**src/rtl/pkcvt_pkg.sv**
```systemverilog
package pkcvt_pkg;
  localparam int SP_EXP_W = 8;
  localparam int SP_MAN_W = 23;
  localparam int SP_BIAS  = 127;

  typedef enum logic [1:0] {
    OP_F2W  = 2'b00,
    OP_W2F  = 2'b01,
    OP_SWAP = 2'b10,
    OP_PASS = 2'b11
  } pk_op_e;
endpackage

```
**src/rtl/pkcvt_f2w.sv**
```systemverilog
module pkcvt_f2w
  import pkcvt_pkg::*;
#(
  parameter int LANE_W = 32,
  parameter int INT_W  = 16
) (
  input  logic [LANE_W-1:0] f,
  output logic [LANE_W-1:0] q
);
  localparam int EXT_W = LANE_W - INT_W;
  localparam logic [SP_EXP_W-1:0] EXP_ONE = SP_EXP_W'(SP_BIAS);
  localparam logic [SP_EXP_W-1:0] EXP_SAT = SP_EXP_W'(SP_BIAS + INT_W - 1);
  localparam logic [SP_EXP_W-1:0] MAN_SH  = SP_EXP_W'(SP_MAN_W);

  logic                  sgn;
  logic [SP_EXP_W-1:0]   ex;
  logic [SP_MAN_W:0]     sig;
  logic [SP_EXP_W-1:0]   sh;
  logic [INT_W-1:0]      mag;
  logic [INT_W-1:0]      val;
  logic                  sat;

  assign sgn = f[LANE_W-1];
  assign ex  = f[LANE_W-2 -: SP_EXP_W];
  assign sig = {1'b1, f[SP_MAN_W-1:0]};
  assign sh  = MAN_SH - (ex - EXP_ONE);

  always_comb begin
    sat = 1'b0;
    mag = '0;
    if (ex >= EXP_SAT) begin
      // covers infinity and NaN codes as well
      sat = 1'b1;
    end else if (ex >= EXP_ONE) begin
      mag = INT_W'(sig >> sh);
    end
  end

  assign val = sgn ? (~mag + 1'b1) : mag;

  always_comb begin
    if (sat) q = sgn ? {{(EXT_W+1){1'b1}}, {(INT_W-1){1'b0}}}
                     : {{(EXT_W+1){1'b0}}, {(INT_W-1){1'b1}}};
    else     q = {{EXT_W{val[INT_W-1]}}, val};
  end
endmodule

```
**src/rtl/pkcvt_w2f.sv**
```systemverilog
module pkcvt_w2f
  import pkcvt_pkg::*;
#(
  parameter int LANE_W = 32,
  parameter int INT_W  = 16
) (
  input  logic [INT_W-1:0]  w,
  output logic [LANE_W-1:0] q
);
  localparam int LW   = $clog2(INT_W);
  localparam int PADW = SP_MAN_W - (INT_W - 1);
  localparam logic [LW-1:0] TOPBIT = LW'(INT_W - 1);

  logic                 sgn;
  logic [INT_W-1:0]     mag;
  logic [LW-1:0]        lead;
  logic [INT_W-2:0]     norm;
  logic [SP_EXP_W-1:0]  ex;

  assign sgn = w[INT_W-1];
  assign mag = sgn ? (~w + 1'b1) : w;

  always_comb begin
    lead = '0;
    for (int i = 0; i < INT_W; i++) begin
      if (mag[i]) lead = LW'(i);
    end
  end

  assign norm = (INT_W-1)'(mag << (TOPBIT - lead));
  assign ex   = SP_EXP_W'(SP_BIAS) + SP_EXP_W'(lead);

  always_comb begin
    if (mag == '0) q = '0;
    else           q = {sgn, ex, norm, {PADW{1'b0}}};
  end
endmodule

```
**src/rtl/pkcvt_unit.sv**
```systemverilog
module pkcvt_unit
  import pkcvt_pkg::*;
#(
  parameter int LANES  = 2,
  parameter int LANE_W = 32,
  parameter int INT_W  = 16,
  localparam int DATA_W = LANES * LANE_W
) (
  input  logic              clk,
  input  logic              rst,
  input  logic              in_valid,
  output logic              in_ready,
  input  logic [1:0]        in_op,
  input  logic [DATA_W-1:0] in_data,
  output logic              out_valid,
  input  logic              out_ready,
  output logic [DATA_W-1:0] out_data
);
  pk_op_e            op_sel;
  logic [DATA_W-1:0] res_f2w, res_w2f, res_swap, res_next;
  logic              take;

  assign op_sel = pk_op_e'(in_op);

  for (genvar l = 0; l < LANES; l++) begin : g_lane
    pkcvt_f2w #(.LANE_W(LANE_W), .INT_W(INT_W)) u_f2w (
      .f (in_data[l*LANE_W +: LANE_W]),
      .q (res_f2w[l*LANE_W +: LANE_W])
    );
    pkcvt_w2f #(.LANE_W(LANE_W), .INT_W(INT_W)) u_w2f (
      .w (in_data[l*LANE_W +: INT_W]),
      .q (res_w2f[l*LANE_W +: LANE_W])
    );
    assign res_swap[l*LANE_W +: LANE_W] = in_data[(LANES-1-l)*LANE_W +: LANE_W];
  end

  always_comb begin
    unique case (op_sel)
      OP_F2W:  res_next = res_f2w;
      OP_W2F:  res_next = res_w2f;
      OP_SWAP: res_next = res_swap;
      default: res_next = in_data;
    endcase
  end

  assign in_ready = !out_valid || out_ready;
  assign take     = in_valid && in_ready;

  always_ff @(posedge clk) begin
    if (rst) begin
      out_valid <= 1'b0;
      out_data  <= '0;
    end else begin
      if (in_ready) out_valid <= in_valid;
      if (take)     out_data  <= res_next;
    end
  end


  p_reset_clear_r1: assert property (@(posedge clk)
    rst |=> (!out_valid && out_data == '0));


  p_accept_r2: assert property (@(posedge clk) disable iff (rst)
    (in_valid && in_ready) |=> out_valid);


  p_stall_hold_r2: assert property (@(posedge clk) disable iff (rst)
    (out_valid && !out_ready) |=> (out_valid && $stable(out_data)));


  p_f2w_sext_r3: assert property (@(posedge clk) disable iff (rst)
    (take && in_op == 2'b00) |=>
      (out_data[LANE_W-1:INT_W] == {(LANE_W-INT_W){out_data[INT_W-1]}}));


  p_w2f_zero_r7: assert property (@(posedge clk) disable iff (rst)
    (take && in_op == 2'b01 && in_data[INT_W-1:0] == '0) |=>
      (out_data[LANE_W-1:0] == '0));


  p_swap_r8: assert property (@(posedge clk) disable iff (rst)
    (take && in_op == 2'b10) |=>
      (out_data[LANE_W-1:0] == $past(in_data[DATA_W-1 -: LANE_W])));


  p_pass_r9: assert property (@(posedge clk) disable iff (rst)
    (take && in_op == 2'b11) |=> (out_data == $past(in_data)));
endmodule

```
**config.mk**
```make
export PLATFORM = sky130hd
export DESIGN_NAME = pkcvt_unit
export DESIGN_NICKNAME = d
export VERILOG_FILES = /design/src/rtl/pkcvt_pkg.sv /design/src/rtl/pkcvt_f2w.sv /design/src/rtl/pkcvt_w2f.sv /design/src/rtl/pkcvt_unit.sv
export SDC_FILE = /design/constraint.sdc
export NUM_CORES = 1
export LEC_CHECK = 0
export BUFFER_PORTS_ARGS = -buffer_cell sky130_fd_sc_hd__buf_2
export CAP_MARGIN = 20
export CORE_MARGIN = 1
export CORE_UTILIZATION = 45
export DETAILED_ROUTE_END_ITERATION = 8
export HOLD_SLACK_MARGIN = 0.15
export MAX_ROUTING_LAYER = met4
export PLACE_DENSITY = 0.72
export SLEW_MARGIN = 5
export SYNTH_ARGS = -nofsm -noshare
export SYNTH_HDL_FRONTEND = slang
export SYNTH_SLANG_ARGS = --single-unit
```
**constraint.sdc**
```tcl
create_clock -name clk -period 7.3 [get_ports clk]
set_clock_uncertainty 0.1 [all_clocks]
set_input_delay 1.46 -clock clk [delete_from_list [all_inputs] [get_ports clk]]
set_output_delay 1.46 -clock clk [all_outputs]
set_load 0.03 [all_outputs]
```
======== Yosys cells after proc, flatten, opt, wreduce, memory -nomap -nowiden ========
Index checks and enable logic that the tools add are counted.
storage, ports and cells
  bits in registers ....................... 65
  bits of input ports ..................... 70
  word-level logic and storage cells ...... 81
cells by class
  reduce and logical (&&, ||, !) cells .... 6
  multiplexer cells ....................... 47
  add/subtract/negate cells ............... 12
  bitwise gates (word level) .............. 4
  equal/unequal tests ..................... 2
  shifts and indexed selects .............. 4
  magnitude comparators ................... 4
operator list
  cell                                                                   number
  32-bit two-way mux                                                     6
  64-bit one-hot mux with 3 select lines                                 1
  16-bit two-way mux                                                     8
  16-bit by 1-bit adder with 16-bit output, second input constant        4
  4-bit two-way mux                                                      16
  16-bit inverter                                                        4
  24-bit by 8-bit right shift with 16-bit output                         2
  16-bit logical NOT                                                     2
  16-bit by 4-bit left shift with 15-bit output                          2
  3-bit two-way mux                                                      8
  7-bit by 4-bit adder with 8-bit output, first input constant           2
  8-bit by 7-bit >= comparator with 1-bit output, second input constant  2
  8-bit >= comparator, second input constant                             2
  5-bit by 8-bit subtractor with 8-bit output, first input constant      2
  8-bit by 7-bit subtractor with 8-bit output, second input constant     2
  2-bit two-way mux                                                      4
  4-bit subtractor, first input constant                                 2
  1-bit two-way mux                                                      4
  2-bit by 1-bit == test with 1-bit output, second input constant        1
  2-bit == test, second input constant                                   1
  2-bit logical NOT                                                      1
  1-bit logical AND                                                      1
  1-bit logical NOT                                                      1
  1-bit logical OR                                                       1

======== Longest topological paths before layout ========
  depth after elaboration ................. 22
  depth in mapped cells ................... 21
  depth with buffers taken out ............ 15

======== Cells and area by module ========
A second synthesis with hierarchy kept.
second synthesis, totals
  cells, all modules ...................... 1393
  area total of the unflattened synthesis .. 12035.3 um^2
modules (own cells, without submodules)
  module      area each (um^2)  cells an instance  sequential area each (um^2)  instances
  pkcvt_f2w   2289.7            301                0.0                          2
  pkcvt_w2f   1938.1            283                0.0                          2
  pkcvt_unit  3579.7            225                1301.2                       1

======== Least setup slack after synthesis ========
Ideal clock, no wire load.
  kind .................................... input -> register
  start point ............................. in in_data[55]
  end point ............................... reg out_data[49]
  path slack .............................. 1541 ps
  stages on the path ...................... 17
  required time ........................... 7072 ps
  data arrival time ....................... 5531 ps
  cell sequence ........................... buf_4 -> buf_4 -> buf_2 -> inv_2 -> ha_1 -> buf_4 -> mux4_2 -> mux2_2 -> nor3_1 -> a31oi_1 -> a211o_1 -> nor4_4 -> a31oi_1 -> or4_1 -> buf_2 -> a2111oi_1 -> o21ai_1
between the ends
  word-level cells in the longest chain between the ends .. 10
  elaborated cells between the ends (all ways) .. 13
RTL lines
  element                                         RTL line          RTL
  from (decl)                                     pkcvt_unit.sv:14  input logic [DATA_W-1:0] in_data,
  8-bit by 7-bit subtractor with 8-bit output     pkcvt_f2w.sv:26   assign sh = MAN_SH - (ex - EXP_ONE);
  5-bit by 8-bit subtractor with 8-bit output     pkcvt_f2w.sv:26
  24-bit by 8-bit right shift with 16-bit output  pkcvt_f2w.sv:35   mag = INT_W'(sig >> sh);
  16-bit two-way mux                              pkcvt_f2w.sv:34   end else if (ex >= EXP_ONE) begin
  16-bit two-way mux                              pkcvt_f2w.sv:31   if (ex >= EXP_SAT) begin
  16-bit inverter                                 pkcvt_f2w.sv:39   assign val = sgn ? (~mag + 1'b1) : mag;
  16-bit by 1-bit adder with 16-bit output        pkcvt_f2w.sv:39
  16-bit two-way mux                              pkcvt_f2w.sv:39
  32-bit two-way mux (*)                          pkcvt_f2w.sv:42   if (sat) q = sgn ? {{(EXT_W+1){1'b1}}, {(INT_W-1){1'b0}}}
  64-bit one-hot mux with 3 select lines (*)      pkcvt_unit.sv:38  unique case (op_sel)
  to (signal assigned)                            pkcvt_unit.sv:55  if (take) out_data <= res_next;
  to (decl)                                       pkcvt_unit.sv:17  output logic [DATA_W-1:0] out_data
Every way passes the cells marked *; elsewhere a longest branch is shown, timed or not.
A chain may end at the register's enable or synchronous reset.

======== Worst setup path in the final report ========
  start point ............................. in in_data[23]
  end point ............................... reg out_data[18]
The elaborated chain is that of the path after synthesis.

==> impl_metrics.yaml <==
power:
  cell_internal_pwr_mw: 0.9720
  pwr-share-clk_pct: 25.5
  swShare_pct: 45.32
  p_total_mw: 1.778
  p_comb_share_pct: 51.4
  seqPwrFrac_pct: 23.1
  leakagePower_nw: 4.672
  switching_power_mw: 0.8057
  power_density_nw_per_um2: 149.7
  vdd_drop_max_v: 0.0001156
timing:
  max_freq_mhz: 163.4
  setup-tns-final_ns: 0
  worst_pin_slew_ns: 0.9574
  max_slew_margin_pct: 35.71
  holdWs_ns: 0.3511
  finalHoldViolCount: 0
  drv_slew: 0
  rsz0062_at_grt: "false"
  setup_violations: 0
  finalCriticalPeriod_ns: 6.120
  setup_ws_ns: 1.180
  fin_crit_sh_pct: 83.84
setup_path:
  crit_type: "in -> reg"
  start_kind: "input pin"
  cp_max_fo: 19
  cp_cell_sequence: "buf_2 > inv_1 > buf_4 > ha_1 > buf_4 > mux2_2 > mux4_2 > nand2_1 > o311ai_0 > and3_1 > a211oi_1 > nand4_1 > a211oi_2 > nand2_2 > a221oi_1 > a211oi_1"
  cp.arrival_ns: 6.20
  cp-end-kind: "register"
  critPathSlowestCell: "ha_1"
  reg2reg_slack_ns: 4.97
  cp.required_ns: 7.38
  critical_path.max_stage_delay_ns: 0.74
floorplan:
  row_count: 56
  io_pins: 136
  die_h_um: 157.8
  die-area_um2: 24910
  design.core.area_um2: 23610
  start_util_pct: 46.28
  fp.dieW_um: 157.8
synth:
  synth_cell_type_count: 90
  netlist_area_um2: 10930
  synthAdderAreaFrac_pct: 1.695
  synth_cells: 1537
  synth_xor_area_share_pct: 3.916
  synth_top_family_by_area: "compound AO/OA/AOI/OAI gates"
  synth-seq-cells: 65
  ys.flop_type: "dfxtp_1"
  yosys.area_share.simple_pct: 23.72
  syn_area_per_cell_um2: 7.110
  ys_async_sr_fraction_pct: 0
  synthMuxAreaShare_pct: 19.36
  synth-compound-area-share_pct: 32.59
  yosysSeqAreaShare_pct: 11.91
  synth_edf_count: 0
  yosysWarnings: 0
  synth.net_count: 1621
status:
  outcome: "finished clean"
clock_network:
  cts_tree: "yes"
  cts_made_buffers: 9
  holdBufCountCts: 0
  cts.sinks: 65
  clk_pin_slew_ns: 0.06
  post_cts_resized: 0
  clk-insertion-delay-late_ns: 0.35
  postCtsSetupBuffers: 0
  cts_root_buf: "clkbuf_16"
  cts_htree_levels: 3
  clock_path_buffers: 2
final_layout:
  finalNonFillerCells: 1890
  layout_common_cells: "171 x nand2_1, 135 x buf_2, 133 x nor2_1, 132 x o21ai_0, 96 x a21oi_1"
  stdcell_area_um2: 11880
  layout.nets: 1649
  nFillCells: 2400
  layout_commonest_cell: "nand2_1"
  area_growth_pct: 8.702
  fin_util_pct: 50.31
  drive_gt1_share_pct: 19.62
global_route:
  grt_pass1_vias: 11702
  overflow: 0
  antenna_found_initial: 1
  grt_max_degree: 52
  grt_use_total_pct: 37.45
  grt_pass1_wl_um: 69170
worst_hold_path:
  hold_path_class: "reg -> reg"
route:
  drt-total-wl_um: 45740
  drt_iter0_markers: 1591
  avgViaCountPerCell: 6.906
  ant_nets: 0
  vias: 13052
  drc: 0
  drt_pass1_iterations: 6
  avgRoutedWirePerCell_um: 24.20
placement:
  place_area_um2: 11580
  place_inst: 1873
  port_buffers: 135
  pre_cts_slack_ns: 0.9457
  hpwl_um: 34950
  gp_congestion: 1.056
job:
  maxCapViolCount: 0
-- state kept, by name, summed over array words and instances (netlist names) --
| register | count |
|---|---|
| out_data | 64 |
| out_valid | 1 |
-- final timing paths --
path,start,end,cells past startpoint
worst max-delay path,in_data[23],out_data[18]$_SDFFE_PP0P_,16
worst min-delay path,out_data[29]$_SDFFE_PP0P_,out_data[29]$_SDFFE_PP0P_,2
worst max register to register,out_valid$_SDFFE_PP0N_,out_data[44]$_SDFFE_PP0P_,7
worst min register to register,out_data[29]$_SDFFE_PP0P_,out_data[29]$_SDFFE_PP0P_,2
-- cells by family after synthesis --
family / after synthesis
buffers and inverters: 177
AO/OA/AOI/OAI: 526
multiplexers: 168
adder cells (fa/ha/maj): 15
XOR/XNOR: 45
AND/OR/NAND/NOR: 541
flip-flops: 65
-- critical path: cells and delay by family --
| kind | cells | cell delay [ns] |
|---|---|---|
| buffers and inverters | 4 | 0.62 |
| and+or+nand+nor | 4 | 0.83 |
| AOI/OAI and AO/OA | 5 | 1.66 |
| muxes | 2 | 0.84 |
| adders and majority gates | 1 | 0.74 |
-- final cells by class --
| class | instances | area (µm²) | area share, % |
|---|---|---|---|
| Antenna cell | 1 | 2.502 | 0.02107 |
| Clock buffer | 9 | 225.2 | 1.896 |
| Clock inverter | 7 | 70.07 | 0.5898 |
| Inverter | 33 | 123.9 | 1.043 |
| Multi-Input combinational cell | 1295 | 8886 | 74.81 |
| Sequential cell | 65 | 1301 | 10.95 |
| Tap cell | 319 | 399.1 | 3.360 |
| Timing Repair Buffer | 161 | 870.8 | 7.331 |
-- cells in the mapped netlist (7+ instances only) --
master / n / share of area [%]
buf_4: 8 / 0.55
a221oi_1: 26 / 2.1
o221ai_1: 11 / 0.88
mux4_2: 29 / 6.0
a31o_2: 8 / 0.64
and3_1: 19 / 1.1
o21ai_0: 132 / 6.0
buf_1: 11 / 0.38
nor3_1: 56 / 2.6
a211o_1: 10 / 0.80
clkbuf_1: 95 / 3.3
a31oi_1: 27 / 1.5
o31ai_1: 19 / 1.3
a22oi_1: 7 / 0.48
o21ai_1: 9 / 0.41
dfxtp_1: 65 / 12
nor4_1: 13 / 0.74
nor2_1: 134 / 4.6
mux2i_1: 82 / 7.5
mux2_2: 57 / 5.9
or4_1: 7 / 0.48
ha_1: 14 / 1.6
xnor2_1: 25 / 2.0
nand2b_1: 11 / 0.63
o211ai_1: 29 / 2.0
a211oi_1: 30 / 2.1
nand4_1: 15 / 0.86
xor2_1: 17 / 1.4
a32o_1: 9 / 0.82
buf_2: 28 / 1.3
nand2_1: 171 / 5.9
a311oi_1: 10 / 0.80
or2_2: 9 / 0.52
o22ai_1: 11 / 0.63
and2_1: 14 / 0.80
inv_1: 30 / 1.0
a21oi_1: 96 / 4.4
nand3_1: 38 / 1.7
o311ai_0: 7 / 0.56
a21o_1: 11 / 0.76
or3_1: 14 / 0.80
-- layer usage --
layer  global-route usage (%)  vias to the layer above  part of all wire (%)
li1                         -                     5919                     -
met1                    48.70                     6163                    40
met2                    56.81                      843                    44
met3                    5.530                      127                    11
met4                    17.66                        0                   4.8
met5                        -                        -                     0
-- power groups by stage --
stage | Combinational [mW] | Sequential, mW | Clock [mW]
6_report | 0.913 | 0.411 | 0.454
5_1_grt | 0.973 | 0.412 | 0.467
2_1_floorplan | 0.587 | 0.466 | 0
4_1_cts | 0.891 | 0.409 | 0.452
3_3_place_gp | 0.883 | 0.417 | 0
3_5_place_dp | 0.887 | 0.416 | 0
(Power assumes the default switching activity.)
